### config.mk
export PLATFORM = sky130hd
export DESIGN_NAME = hazard_scoreboard
export DESIGN_NICKNAME = d
export VERILOG_FILES = /design/src/rtl/hsb_pkg.sv /design/src/rtl/hsb_pick.sv /design/src/rtl/hsb_rtab.sv /design/src/rtl/hsb_unit.sv /design/src/rtl/hazard_scoreboard.sv
export SDC_FILE = /design/constraint.sdc
export NUM_CORES = 1
export LEC_CHECK = 0
export ABC_AREA = 1
export BUFFER_PORTS_ARGS = -buffer_cell sky130_fd_sc_hd__buf_2
export CORE_MARGIN = 4
export CORE_UTILIZATION = 47
export CTS_CLUSTER_SIZE = 12
export DETAILED_ROUTE_END_ITERATION = 8
export HOLD_SLACK_MARGIN = 0.05
export SYNTH_ARGS = -nofsm -noshare
export SYNTH_HDL_FRONTEND = slang
export SYNTH_SLANG_ARGS = --single-unit
### constraint.sdc
create_clock -name clk -period 7.09 [get_ports clk]
set_input_delay 0.3545 -clock clk [delete_from_list [all_inputs] [get_ports clk]]
set_output_delay 0.3545 -clock clk [all_outputs]
set_load 0.02 [all_outputs]
### src/rtl/hsb_pkg.sv
package hsb_pkg;
  typedef enum logic [1:0] {
    CLS_ALU = 2'd0,
    CLS_LD  = 2'd1,
    CLS_ST  = 2'd2,
    CLS_FP  = 2'd3
  } cls_e;

  typedef enum logic [1:0] {
    PH_WAIT = 2'd0,
    PH_EXEC = 2'd1,
    PH_DONE = 2'd2
  } phase_e;
endpackage

### src/rtl/hsb_pick.sv
// Lowest-index request wins; tag is index+1, zero when nothing requests.
module hsb_pick #(
  parameter int N  = 5,
  parameter int TW = $clog2(N + 1)
) (
  input  logic [N-1:0]  req,
  output logic [N-1:0]  gnt,
  output logic [TW-1:0] tag
);
  always_comb begin
    gnt = '0;
    tag = '0;
    for (int i = N - 1; i >= 0; i--) begin
      if (req[i]) begin
        gnt    = '0;
        gnt[i] = 1'b1;
        tag    = TW'(i + 1);
      end
    end
  end
endmodule

### src/rtl/hsb_rtab.sv
// Producer tag per architectural register; a new producer overrides a clear.
module hsb_rtab #(
  parameter int NREG = 16,
  parameter int TW   = 3,
  localparam int RW  = $clog2(NREG)
) (
  input  logic          clk,
  input  logic          rst,
  input  logic          set_en,
  input  logic [RW-1:0] set_idx,
  input  logic [TW-1:0] set_tag,
  input  logic          clr_en,
  input  logic [RW-1:0] clr_idx,
  input  logic [TW-1:0] clr_tag,
  input  logic [RW-1:0] rd_a,
  input  logic [RW-1:0] rd_b,
  input  logic [RW-1:0] rd_c,
  output logic [TW-1:0] tag_a,
  output logic [TW-1:0] tag_b,
  output logic [TW-1:0] tag_c
);
  logic [TW-1:0] tab [NREG];

  always_ff @(posedge clk) begin
    if (rst) begin
      for (int k = 0; k < NREG; k++) tab[k] <= '0;
    end else begin
      if (clr_en && tab[clr_idx] == clr_tag) tab[clr_idx] <= '0;
      if (set_en) tab[set_idx] <= set_tag;
    end
  end

  assign tag_a = tab[rd_a];
  assign tag_b = tab[rd_b];
  assign tag_c = tab[rd_c];
endmodule

### src/rtl/hsb_unit.sv
// One functional-unit status entry with its latency counter.
module hsb_unit
  import hsb_pkg::*;
#(
  parameter int RW  = 4,
  parameter int TW  = 3,
  parameter int LAT = 1,
  localparam int CW = $clog2(LAT + 1)
) (
  input  logic          clk,
  input  logic          rst,
  input  logic          alloc,
  input  logic          a_wr,
  input  logic [RW-1:0] a_dst,
  input  logic [RW-1:0] a_s1,
  input  logic [RW-1:0] a_s2,
  input  logic [TW-1:0] a_t1,
  input  logic [TW-1:0] a_t2,
  input  logic          wb_fire,
  input  logic [TW-1:0] wb_tag,
  input  logic          grant,
  output logic          busy,
  output logic          waiting,
  output logic          done,
  output logic          issue,
  output logic          wr,
  output logic [RW-1:0] dst,
  output logic [RW-1:0] s1,
  output logic [RW-1:0] s2,
  output logic          t1z,
  output logic          t2z
);
  phase_e        ph;
  logic [CW-1:0] cnt;
  logic [TW-1:0] t1, t2;
  logic          t1_ok, t2_ok;

  assign t1_ok   = (t1 == '0) || (wb_fire && t1 == wb_tag);
  assign t2_ok   = (t2 == '0) || (wb_fire && t2 == wb_tag);
  assign waiting = busy && ph == PH_WAIT;
  assign done    = busy && ph == PH_DONE;
  assign issue   = waiting && t1_ok && t2_ok;
  assign t1z     = (t1 == '0);
  assign t2z     = (t2 == '0);

  always_ff @(posedge clk) begin
    if (rst) begin
      busy <= 1'b0;
      ph   <= PH_WAIT;
      cnt  <= '0;
      wr   <= 1'b0;
      dst  <= '0;
      s1   <= '0;
      s2   <= '0;
      t1   <= '0;
      t2   <= '0;
    end else if (alloc) begin
      busy <= 1'b1;
      ph   <= PH_WAIT;
      wr   <= a_wr;
      dst  <= a_dst;
      s1   <= a_s1;
      s2   <= a_s2;
      t1   <= a_t1;
      t2   <= a_t2;
    end else if (busy) begin
      if (wb_fire && t1 == wb_tag) t1 <= '0;
      if (wb_fire && t2 == wb_tag) t2 <= '0;
      case (ph)
        PH_WAIT: if (issue) begin
          ph  <= PH_EXEC;
          cnt <= CW'(LAT - 1);
        end
        PH_EXEC: if (cnt == '0) ph <= PH_DONE;
                 else cnt <= cnt - 1'b1;
        default: if (grant) begin
          busy <= 1'b0;
          ph   <= PH_WAIT;
        end
      endcase
    end
  end
endmodule

### src/rtl/hazard_scoreboard.sv
module hazard_scoreboard
  import hsb_pkg::*;
#(
  parameter int NREG    = 16,
  parameter int NFP     = 2,
  parameter int LAT_ALU = 1,
  parameter int LAT_MEM = 1,
  parameter int LAT_FP  = 3
) (
  input  logic                    clk,
  input  logic                    rst,
  input  logic                    in_valid,
  input  logic [1:0]              in_cls,
  input  logic                    in_wr,
  input  logic [$clog2(NREG)-1:0] in_dst,
  input  logic [$clog2(NREG)-1:0] in_src1,
  input  logic [$clog2(NREG)-1:0] in_src2,
  output logic                    in_ready,
  output logic [$clog2(NFP+4)-1:0] disp_tag,
  output logic [NFP+2:0]          iss_vec,
  output logic [NFP+2:0]          wb_vec,
  output logic                    wb_we,
  output logic [$clog2(NREG)-1:0] wb_reg
);
  localparam int RW = $clog2(NREG);
  localparam int NU = NFP + 3;
  localparam int TW = $clog2(NU + 1);

  logic [NU-1:0] busy_vec, u_wait, u_done, u_issue, u_wr, u_t1z, u_t2z;
  logic [NU-1:0] war, wb_req, cand, alloc_vec, cand_gnt;
  logic [RW-1:0] u_dst [NU];
  logic [RW-1:0] u_s1  [NU];
  logic [RW-1:0] u_s2  [NU];
  logic [TW-1:0] wb_tag, cand_tag, rt_d, rt_s1, rt_s2, e_d, e_s1, e_s2;
  logic          wb_fire, waw;

  // WAR: an unissued reader still expects the old register contents.
  always_comb begin
    for (int i = 0; i < NU; i++) begin
      war[i] = 1'b0;
      for (int j = 0; j < NU; j++) begin
        if (j != i && u_wait[j] &&
            ((u_s1[j] == u_dst[i] && u_t1z[j]) || (u_s2[j] == u_dst[i] && u_t2z[j])))
          war[i] = u_wr[i];
      end
    end
  end

  assign wb_req = u_done & ~war;

  hsb_pick #(.N(NU), .TW(TW)) i_wb_pick (.req(wb_req), .gnt(wb_vec), .tag(wb_tag));

  assign wb_fire = |wb_vec;

  always_comb begin
    wb_we  = 1'b0;
    wb_reg = '0;
    for (int i = 0; i < NU; i++) begin
      if (wb_vec[i]) begin
        wb_we  = u_wr[i];
        wb_reg = u_dst[i];
      end
    end
  end

  // Class match against units that are idle or finishing this cycle.
  always_comb begin
    for (int i = 0; i < NU; i++) begin
      logic ok;
      case (cls_e'(in_cls))
        CLS_ALU: ok = (i == 0);
        CLS_LD:  ok = (i == 1);
        CLS_ST:  ok = (i == 2);
        default: ok = (i >= 3);
      endcase
      cand[i] = ok && (!busy_vec[i] || wb_vec[i]);
    end
  end

  hsb_pick #(.N(NU), .TW(TW)) i_ds_pick (.req(cand), .gnt(cand_gnt), .tag(cand_tag));

  hsb_rtab #(.NREG(NREG), .TW(TW)) i_rtab (
    .clk(clk), .rst(rst),
    .set_en(in_valid && in_ready && in_wr), .set_idx(in_dst), .set_tag(cand_tag),
    .clr_en(wb_we), .clr_idx(wb_reg), .clr_tag(wb_tag),
    .rd_a(in_dst), .rd_b(in_src1), .rd_c(in_src2),
    .tag_a(rt_d), .tag_b(rt_s1), .tag_c(rt_s2)
  );

  // A producer finishing this cycle counts as already done.
  assign e_d  = (wb_fire && rt_d  == wb_tag) ? '0 : rt_d;
  assign e_s1 = (wb_fire && rt_s1 == wb_tag) ? '0 : rt_s1;
  assign e_s2 = (wb_fire && rt_s2 == wb_tag) ? '0 : rt_s2;
  assign waw  = in_wr && e_d != '0;

  assign in_ready  = (|cand) && !waw;
  assign alloc_vec = (in_valid && in_ready) ? cand_gnt : '0;
  assign disp_tag  = (in_valid && in_ready) ? cand_tag : '0;
  assign iss_vec   = u_issue;

  for (genvar g = 0; g < NU; g++) begin : g_unit
    localparam int L = (g == 0) ? LAT_ALU : (g < 3) ? LAT_MEM : LAT_FP;
    hsb_unit #(.RW(RW), .TW(TW), .LAT(L)) i_unit (
      .clk(clk), .rst(rst),
      .alloc(alloc_vec[g]), .a_wr(in_wr), .a_dst(in_dst),
      .a_s1(in_src1), .a_s2(in_src2), .a_t1(e_s1), .a_t2(e_s2),
      .wb_fire(wb_fire), .wb_tag(wb_tag), .grant(wb_vec[g]),
      .busy(busy_vec[g]), .waiting(u_wait[g]), .done(u_done[g]), .issue(u_issue[g]),
      .wr(u_wr[g]), .dst(u_dst[g]), .s1(u_s1[g]), .s2(u_s2[g]),
      .t1z(u_t1z[g]), .t2z(u_t2z[g])
    );
  end
endmodule

==> impl_results.rst, run 1 <==
.. list-table::
   :header-rows: 1

   * - Metric
     - Value
   * - Vias per std cell
     - 5.824
   * - Post-detailed-routing wire length
     - approximately 47000 um
   * - Library cell with the largest summed area after synthesis
     - sky130_fd_sc_hd__dfxtp_1
   * - Crit path largest cell delay
     - between 600 and 700 ps
   * - Number of synthesis warnings
     - 0
   * - DR pass1 iterations
     - 6
   * - Number of placed instances with taps included
     - between 2000 and 2500
   * - Total power
     - ~2.4 mW
   * - HPWL after detailed placement
     - 34890 um
   * - Synth Area in Compound Gates
     - around 18%
   * - Final routed DRC violation total
     - 0
   * - Main combinational cell family by area after synthesis
     - simple AND/OR/NAND/NOR gates
   * - Total via count in the routed design
     - about 13000
   * - Mapped Avg Cell Area
     - between 6 and 7 um2
   * - Sum of overflow across all layers after global routing
     - 0
   * - Detail Route Antenna Nets
     - 0
   * - Worst path most repeated cell
     - sky130_fd_sc_hd__nand2_1
   * - Maximum fanout count along the critical path
     - 16
   * - Total setup buffers inserted after CTS
     - 0
   * - Root cell of the clock tree
     - sky130_fd_sc_hd__clkbuf_16
   * - Proportion of synthesized area in mux cells
     - 0%
   * - Largest net degree at the start of global routing
     - just over 70
   * - Final Max Slew Viols
     - 0
   * - TritonCTS Sinks
     - 162
   * - Initial antenna violation count
     - 0
   * - Effective utilization at floorplan
     - 47.59%
   * - Total clock buffers created by CTS
     - 17
   * - DIE WIDTH
     - between 150 and 200 um
   * - Number of cells upsized or downsized after cts
     - 0
   * - Share of the synthesized area in the top cell type
     - between 10% and 20%
   * - Dominant register cell in the synthesized netlist
     - sky130_fd_sc_hd__dfxtp_1
   * - Placer's final routability congestion estimate
     - between 0.9 and 1
   * - Post-layout nets
     - ~1900
   * - Max Clk Rate
     - between 150 and 200 MHz
   * - Num rows
     - 58
   * - Static Leakage
     - 5.448 nW
   * - IR Drop Worst-Case VDD
     - between 0.1 and 0.15 mV
   * - DRT iter0 DRCs
     - between 1500 and 2000
   * - Count of hold-fix buffers inserted at cts
     - 0
   * - Share of total power in combinational logic
     - 16.8%
   * - Fraction of power consumed by sequential logic
     - 42.4%
   * - Placed Instance Area
     - about 0.012 mm2
   * - Slew @ Worst Pin
     - 985.7 ps
   * - Vertical extent of the die
     - between 150 and 200 um
   * - Number of antenna repair diodes
     - 0
   * - Core Area
     - ~0.025 mm2
   * - Power Dens Cells
     - approximately 190 mW/mm2
   * - Full die area
     - between 0.02 and 0.03 mm2
   * - Worst EP arrival
     - roughly 6000 ps
   * - Cell area after synthesis
     - 0.01191 mm2
   * - Clock group share of total power
     - between 40% and 50%
   * - Combined global-route utilization of all metal layers
     - between 30% and 40%
   * - Quantity of I/O buffers inserted on ports
     - 36
   * - Cell-internal power
     - roughly 1.6 mW
   * - Min Tclk post-route
     - approximately 5800 ps
   * - Arithmetic-cell share of the synthesized area counting full adders, half adders and majority gates
     - 0.2100%
   * - First-pass GRT wire length
     - between 70000 and 80000 um
   * - Worst max-slew margin expressed relative to the limit
     - roughly a third
   * - Post-route setup TNS
     - 0 ps
   * - Sort of element at the start of the critical path
     - flop
   * - Share of the synthesized netlist area taken by xor and xnor gates
     - 5.808%
   * - Non-filler cells in the finished layout
     - 2213
   * - Number of distinct standard cells referenced by the synthesized netlist
     - between 40 and 50
   * - Standard cell with the maximum stage delay on the critical path
     - sky130_fd_sc_hd__nor2_2
   * - Clock tree from TritonCTS
     - done
   * - Total nets after synthesis
     - slightly below 2000
   * - Cell count after synthesis
     - ~1900
   * - Final instance area
     - approximately 0.013 mm2
   * - Final setup vio count
     - 0
   * - Detailed-route wire length per cell
     - 21.32 um
   * - Clock transition at the registers of the reported paths
     - about 80 ps
   * - Final Cycle Share
     - between 80 and 90%
   * - Number of enable-type register cells in the synthesized netlist
     - 48
   * - Required time at the endpoint of the critical path
     - between 7000 and 8000 ps
   * - Setup repair after global routing missed its margin
     - false
   * - Share of final-layout standard cells stronger than drive strength 1
     - under 10%
   * - Cell types with the largest area share after synthesis
     - sky130_fd_sc_hd__dfxtp_1 19%, sky130_fd_sc_hd__nand2_1 17%, sky130_fd_sc_hd__edfxtp_1 12%, sky130_fd_sc_hd__a21oi_1 7.1%, sky130_fd_sc_hd__nand3_1 6.4%
   * - Type of the worst min-delay path
     - in -> reg
   * - Switching Share
     - approximately a third
   * - Buffer levels on the longest clock path
     - 2
   * - Sequential fraction of the synthesis area
     - a little under a third
   * - Synthesized-area fraction occupied by and/or/nand/nor cells
     - 33.90%
   * - Outcome
     - finished clean
   * - I/O pin total
     - 37
   * - Max-cap violations
     - 0
   * - Clock latency on the worst-skew pair
     - approximately 450 ps
   * - Clock tree skew after final layout
     - 19.47 ps
   * - Critical path capture point type
     - flop
   * - Seq cells post-synth
     - ~160
   * - Crit Path Class
     - reg -> reg
   * - Reported net switching power
     - between 700 and 800 uW
   * - Synth-to-layout area growth
     - 6.238%
   * - Number of hold-slack violations in the final timing report
     - 0
   * - Proportion of synthesized flip-flops having asynchronous set or reset
     - 0%
   * - H-tree Lvls
     - 4
   * - Number of global-route vias before repair
     - around 12000
==> synth_stat cells, drive strengths merged (40+ instances only) <==
master    n
nor2    208
dfxtp   114
inv     191
nand2   557
nand3   153
buf      55
xnor2    40
clkbuf   53
edfxtp   48
a21oi   171
o21ai   139
==> per-stage QoR <==
step | utilization [%] | worst slack (ps) | hold WS, ps
after floorplan | - | 3849 | 433.1
after global placement | 48.18 | 1381 | 455.1
after detailed placement | 48.18 | 1380 | 455.1
after CTS | 50.55 | 1355 | 330.6
after global routing | 50.55 | 916.9 | 357.8
final | 50.55 | 1248 | 341.0
==> critical path, delay by kind of cell (launching register included) <==
kind	cells	cell delay, ps
buf+inv	2	590
compound gates	2	720
flops	1	610
simple gates	22	3620
==> routing by layer <==
metal	GRT usage, %	share of wire [%]
met5	0	0
met2	54.26	47
met3	4.297	7.6
met4	17.47	5.5
met1	41.87	40
==> final timing paths <==
check | from | endpoint | slack [ps] | cells after the start
hold reg to reg | g_unit[3].i_unit.cnt[1]$_SDFFE_PP0P_ | g_unit[3].i_unit.cnt[1]$_SDFFE_PP0P_ | 460 | 2
setup / recovery | g_unit[0].i_unit.dst[1]$_SDFFE_PP0P_ | i_rtab.tab[15][2]$_SDFFCE_PN0P_ | 1250 | 26
hold / removal | in_src1[1] | g_unit[4].i_unit.s1[1]$_SDFFE_PP0P_ | 340 | 3
setup reg to reg | g_unit[0].i_unit.dst[1]$_SDFFE_PP0P_ | i_rtab.tab[15][2]$_SDFFCE_PN0P_ | 1250 | 26
==> flip-flops by register name (all words and copies together), names as in the netlist <==
register / cells
g_unit.i_unit.ph: 10
g_unit.i_unit.t1: 15
g_unit.i_unit.s1: 20
g_unit.i_unit.wr: 5
g_unit.i_unit.busy: 5
g_unit.i_unit.cnt: 4
g_unit.i_unit.s2: 20
g_unit.i_unit.dst: 20
i_rtab.tab: 48
g_unit.i_unit.t2: 15
==> kinds of logic (layout without fill, tap and decap cells) <==
kind of cell	Yosys count	in the layout
adders and majority gates	2	2
xor gates and xnor gates	79	79
buffers and inverters	306	279
and+or+nand+nor	970	970
AOI/OAI and AO/OA	391	391
DFF	162	162
==> final cells by class <==
class,instances,area [um2]
clock buffer,19,454.2
clock inverter,13,141.4
fill,2685,12380
inverter,198,743.2
multi-input combinational,1442,6904
sequential,162,3724
tap,330,412.9
timing repair buffer,49,277.8
==> power by group through the flow <==
stage,Sequential (mW),Combinational (mW),Clock [mW]
finish,1.03,0.408,0.987
CTS,1.03,0.400,0.989
floorplan,1.02,0.293,0
global placement,1.05,0.400,0
detailed placement,1.05,0.399,0
global route,1.03,0.446,1.02
==> layout by cell type, fill, tap and decap left out, types with 3 or more instances in the layout <==
master                      synthesis  final
sky130_fd_sc_hd__nor2_1           196    196
sky130_fd_sc_hd__a21oi_1          170    170
sky130_fd_sc_hd__a22oi_1            5      5
sky130_fd_sc_hd__o22ai_1           39     39
sky130_fd_sc_hd__nor2_4             4      4
sky130_fd_sc_hd__or2_2              4      4
sky130_fd_sc_hd__buf_2             21     36
sky130_fd_sc_hd__o21ai_1            7      7
sky130_fd_sc_hd__nand2_1          555    555
sky130_fd_sc_hd__dfxtp_1          114    114
sky130_fd_sc_hd__o211ai_1          21     21
sky130_fd_sc_hd__nand4_1           12     12
sky130_fd_sc_hd__nor3_1            17     16
sky130_fd_sc_hd__inv_1            174    174
sky130_fd_sc_hd__inv_2             17     17
sky130_fd_sc_hd__o221ai_1           7      7
sky130_fd_sc_hd__clkinv_1           7      7
sky130_fd_sc_hd__nor2_2             8      8
sky130_fd_sc_hd__buf_4             30     13
sky130_fd_sc_hd__clkbuf_16          0     18
sky130_fd_sc_hd__xor2_1            39     39
sky130_fd_sc_hd__o21ai_0          131    131
sky130_fd_sc_hd__nor3_2             2      3
sky130_fd_sc_hd__edfxtp_1          48     48
sky130_fd_sc_hd__nand3b_1          11     11
sky130_fd_sc_hd__xnor2_1           40     40
sky130_fd_sc_hd__nand3_1          152    152
sky130_fd_sc_hd__inv_6              0      5
Power figures use the tool's default switching activity.
==> run 2: changes to the inputs <==
==> constraint.sdc (replaced) <==
create_clock -name clk -period 5.74 [get_ports clk]
set_input_delay 0.287 -clock clk [delete_from_list [all_inputs] [get_ports clk]]
set_output_delay 0.287 -clock clk [all_outputs]
set_load 0.02 [all_outputs]
==> impl_results.rst, run 2 (synthesis results as in run 1) <==
.. list-table::
   :header-rows: 1

   * - Metric
     - Value
   * - Sum of overflow across all layers after global routing
     - 0 (unchanged)
   * - Total via count in the routed design
     - 12950 (+0.44%)
   * - Effective utilization at floorplan
     - 47.59% (unchanged)
   * - Final Cycle Share
     - around 89%
   * - Total power
     - 3.009 mW (+24%)
   * - Num rows
     - 58 (unchanged)
   * - Power Dens Cells
     - 236.5 mW/mm2 (+23%)
   * - Vertical extent of the die
     - 167.2 um (unchanged)
   * - Non-filler cells in the finished layout
     - 2221 (+0.36%)
   * - DRT iter0 DRCs
     - 1647 (-6.5%)
   * - Clock tree from TritonCTS
     - done
   * - Most flop-heavy register
     - i_rtab.tab
   * - Final Max Slew Viols
     - 0 (unchanged)
   * - Clock transition at the registers of the reported paths
     - 80 ps (about the same)
   * - Total setup buffers inserted after CTS
     - 0 (unchanged)
   * - Levels on crit path
     - 18 (-31%)
   * - Root cell of the clock tree
     - sky130_fd_sc_hd__clkbuf_16
   * - Max Clk Rate
     - between 150 and 200 MHz
   * - Sort of element at the start of the critical path
     - flop
   * - Outcome
     - finished clean
   * - Initial antenna violation count
     - 0 (unchanged)
   * - I/O pin total
     - 37 (unchanged)
   * - Max FFs per register
     - 48 (unchanged)
   * - Number of hold-slack violations in the final timing report
     - 0 (unchanged)
   * - Type of the worst min-delay path
     - in -> reg
   * - Buffer levels on the longest clock path
     - 2 (unchanged)
   * - Vias per std cell
     - 5.828 (about the same)
   * - Post-detailed-routing wire length
     - 45540 um (-3.5%)
   * - HPWL after detailed placement
     - 33380 um (-4.3%)
   * - Slew @ Worst Pin
     - 967.6 ps (-18.05 ps)
   * - Setup repair after global routing missed its margin
     - false
   * - TritonCTS Sinks
     - 162 (unchanged)
   * - Number of antenna repair diodes
     - 0 (unchanged)
   * - Combined global-route utilization of all metal layers
     - 31.58% (-1.2 points)
   * - Number of stages on the worst hold path
     - 3 (unchanged)
   * - Detailed-route wire length per cell
     - 20.50 um (-3.8%)
   * - Largest net degree at the start of global routing
     - 73 (+1.4%)
   * - Total clock buffers created by CTS
     - 17 (unchanged)
   * - Quantity of I/O buffers inserted on ports
     - 36 (unchanged)
   * - Crit Path Class
     - reg -> out
   * - Post-layout nets
     - 1898 (+0.42%)
   * - Static Leakage
     - 5.497 nW (+0.90%)
   * - Cell Chain, Critical Path
     - inv_2, o22ai_1, nor2_1, nand3b_1, nand2_1, nand2_1, nand3_1, nor2_1, nor2_2, nand3_1, nand3_1, nand2_1, inv_1, a2111oi_0, nor2_1, or2_2, inv_1, buf_2
   * - DR pass1 iterations
     - 6 (unchanged)
   * - Final routed DRC violation total
     - 0 (unchanged)
   * - Worst EP arrival
     - 4820 ps (-1170 ps)
   * - Synth-to-layout area growth
     - 6.826%
   * - Max-cap violations
     - 0 (unchanged)
   * - Worst max-slew margin expressed relative to the limit
     - 35.49% (+1.2 points)
   * - First-pass GRT wire length
     - 69280 um (-2.9%)
   * - Detail Route Antenna Nets
     - 0 (unchanged)
   * - Tightest hold margin
     - 263.5 ps (-77.48 ps)
   * - Crit-path leading delay family
     - simple AND/OR/NAND/NOR gates
   * - Buf/Inv on CP
     - 4 (+2)
   * - Required time at the endpoint of the critical path
     - 5450 ps (-1790 ps)
   * - Core Area
     - 0.02504 mm2 (unchanged)
   * - H-tree Lvls
     - 4 (unchanged)
   * - IR Drop Worst-Case VDD
     - 0.1820 mV (+27%)
   * - Full die area
     - 0.02796 mm2 (unchanged)
   * - Post-route setup TNS
     - 0 ps (unchanged)
   * - Final setup vio count
     - 0 (unchanged)
   * - Clock tree skew after final layout
     - 14.93 ps (-4.536 ps)
   * - Clock latency on the worst-skew pair
     - 450 ps (about the same)
   * - Number of global-route vias before repair
     - 11950 (+0.71%)
   * - Commonest non-fill, non-tap cells in the layout
     - 555 x sky130_fd_sc_hd__nand2_1, 196 x sky130_fd_sc_hd__nor2_1, 174 x sky130_fd_sc_hd__inv_1
   * - Reg2Reg Depth
     - 29 (+12%)
   * - Filler instances
     - 2649 (-1.3%)
   * - Placer's final routability congestion estimate
     - 1.000 (+0.86%)
   * - Critical path capture point type
     - output port
   * - Count of hold-fix buffers inserted at cts
     - 0 (unchanged)
   * - Crit path largest cell delay
     - 800 ps (+110 ps)
   * - Standard cell with the maximum stage delay on the critical path
     - sky130_fd_sc_hd__dfxtp_1
   * - Combined area of the multi-input logic cells
     - 0.006904 mm2 (unchanged)
   * - Area of all sequential standard cells
     - 0.003724 mm2 (unchanged)
   * - Maximum fanout count along the critical path
     - 14 (-2)
   * - Min Tclk post-route
     - 5104 ps
   * - Number of placed instances with taps included
     - 2189 (+0.37%)
   * - DIE WIDTH
     - 167.2 um (unchanged)
   * - Share of final-layout standard cells stronger than drive strength 1
     - 6.928% (+0.40 points)
   * - Number of cells upsized or downsized after cts
     - 0 (unchanged)
   * - Most common cell after layout, fill and taps aside
     - sky130_fd_sc_hd__nand2_1
[run 2: changes by cell type in the layout (fill, tap and decap cells not counted), sizes merged]
cell / delta
buf: +8
bufinv: +1
clkinv: -2
clkinvlp: -1
inv: +2
[run 2: worst min-delay path, delay by kind of cell]
kind / cells / cell delay, ps
compound gates: 2 / 210
buf+inv: 1 / 150
[run 2: layer usage]
layer	vias to the layer above	wire (um)	track usage, %
met4	0	2663	16.80
met5	-	0	0
met3	152	3777	4.651
met2	683	20910	51.73
met1	5939	18190	40.39
li1	6171	-	-
[run 2: cell type report]
cell class	count	area share, %
multi-input combinational	1442	54.25
sequential	162	29.26
inverter	198	5.840
clock buffer	19	3.480
tap	330	3.244
timing repair buffer	57	2.654
clock inverter	13	1.278
[run 2: path summary, 6_finish.rpt]
kind         slack [ps]                                    to                                  from
min reg2reg         460  g_unit[3].i_unit.cnt[1]$_SDFFE_PP0P_  g_unit[3].i_unit.cnt[1]$_SDFFE_PP0P_
max                 640                            iss_vec[0]  g_unit[3].i_unit.dst[3]$_SDFFE_PP0P_
min                 260  g_unit[2].i_unit.dst[2]$_SDFFE_PP0P_                             in_dst[2]
max reg2reg         880        i_rtab.tab[1][1]$_SDFFCE_PN0P_  g_unit[0].i_unit.dst[0]$_SDFFE_PP0P_
[run 2: stage by stage]
stage | cell area (um2) | worst slack, ps | utilization [%]
finish | 12730 | 636.0 | 50.83
detailed placement | 12120 | 1021 | 48.42
floorplan | 11910 | 2499 | -
CTS | 12730 | 784.6 | 50.83
global route | 12730 | 433.2 | 50.83
global placement | 12120 | 1120 | 48.42
[run 2: power breakdown]
group          switching (mW)  total, mW  internal [mW]  leakage, nW
Clock                   0.564       1.24          0.672        0.296
Sequential             0.0552       1.27           1.21         1.42
Combinational           0.348      0.506          0.159         3.78
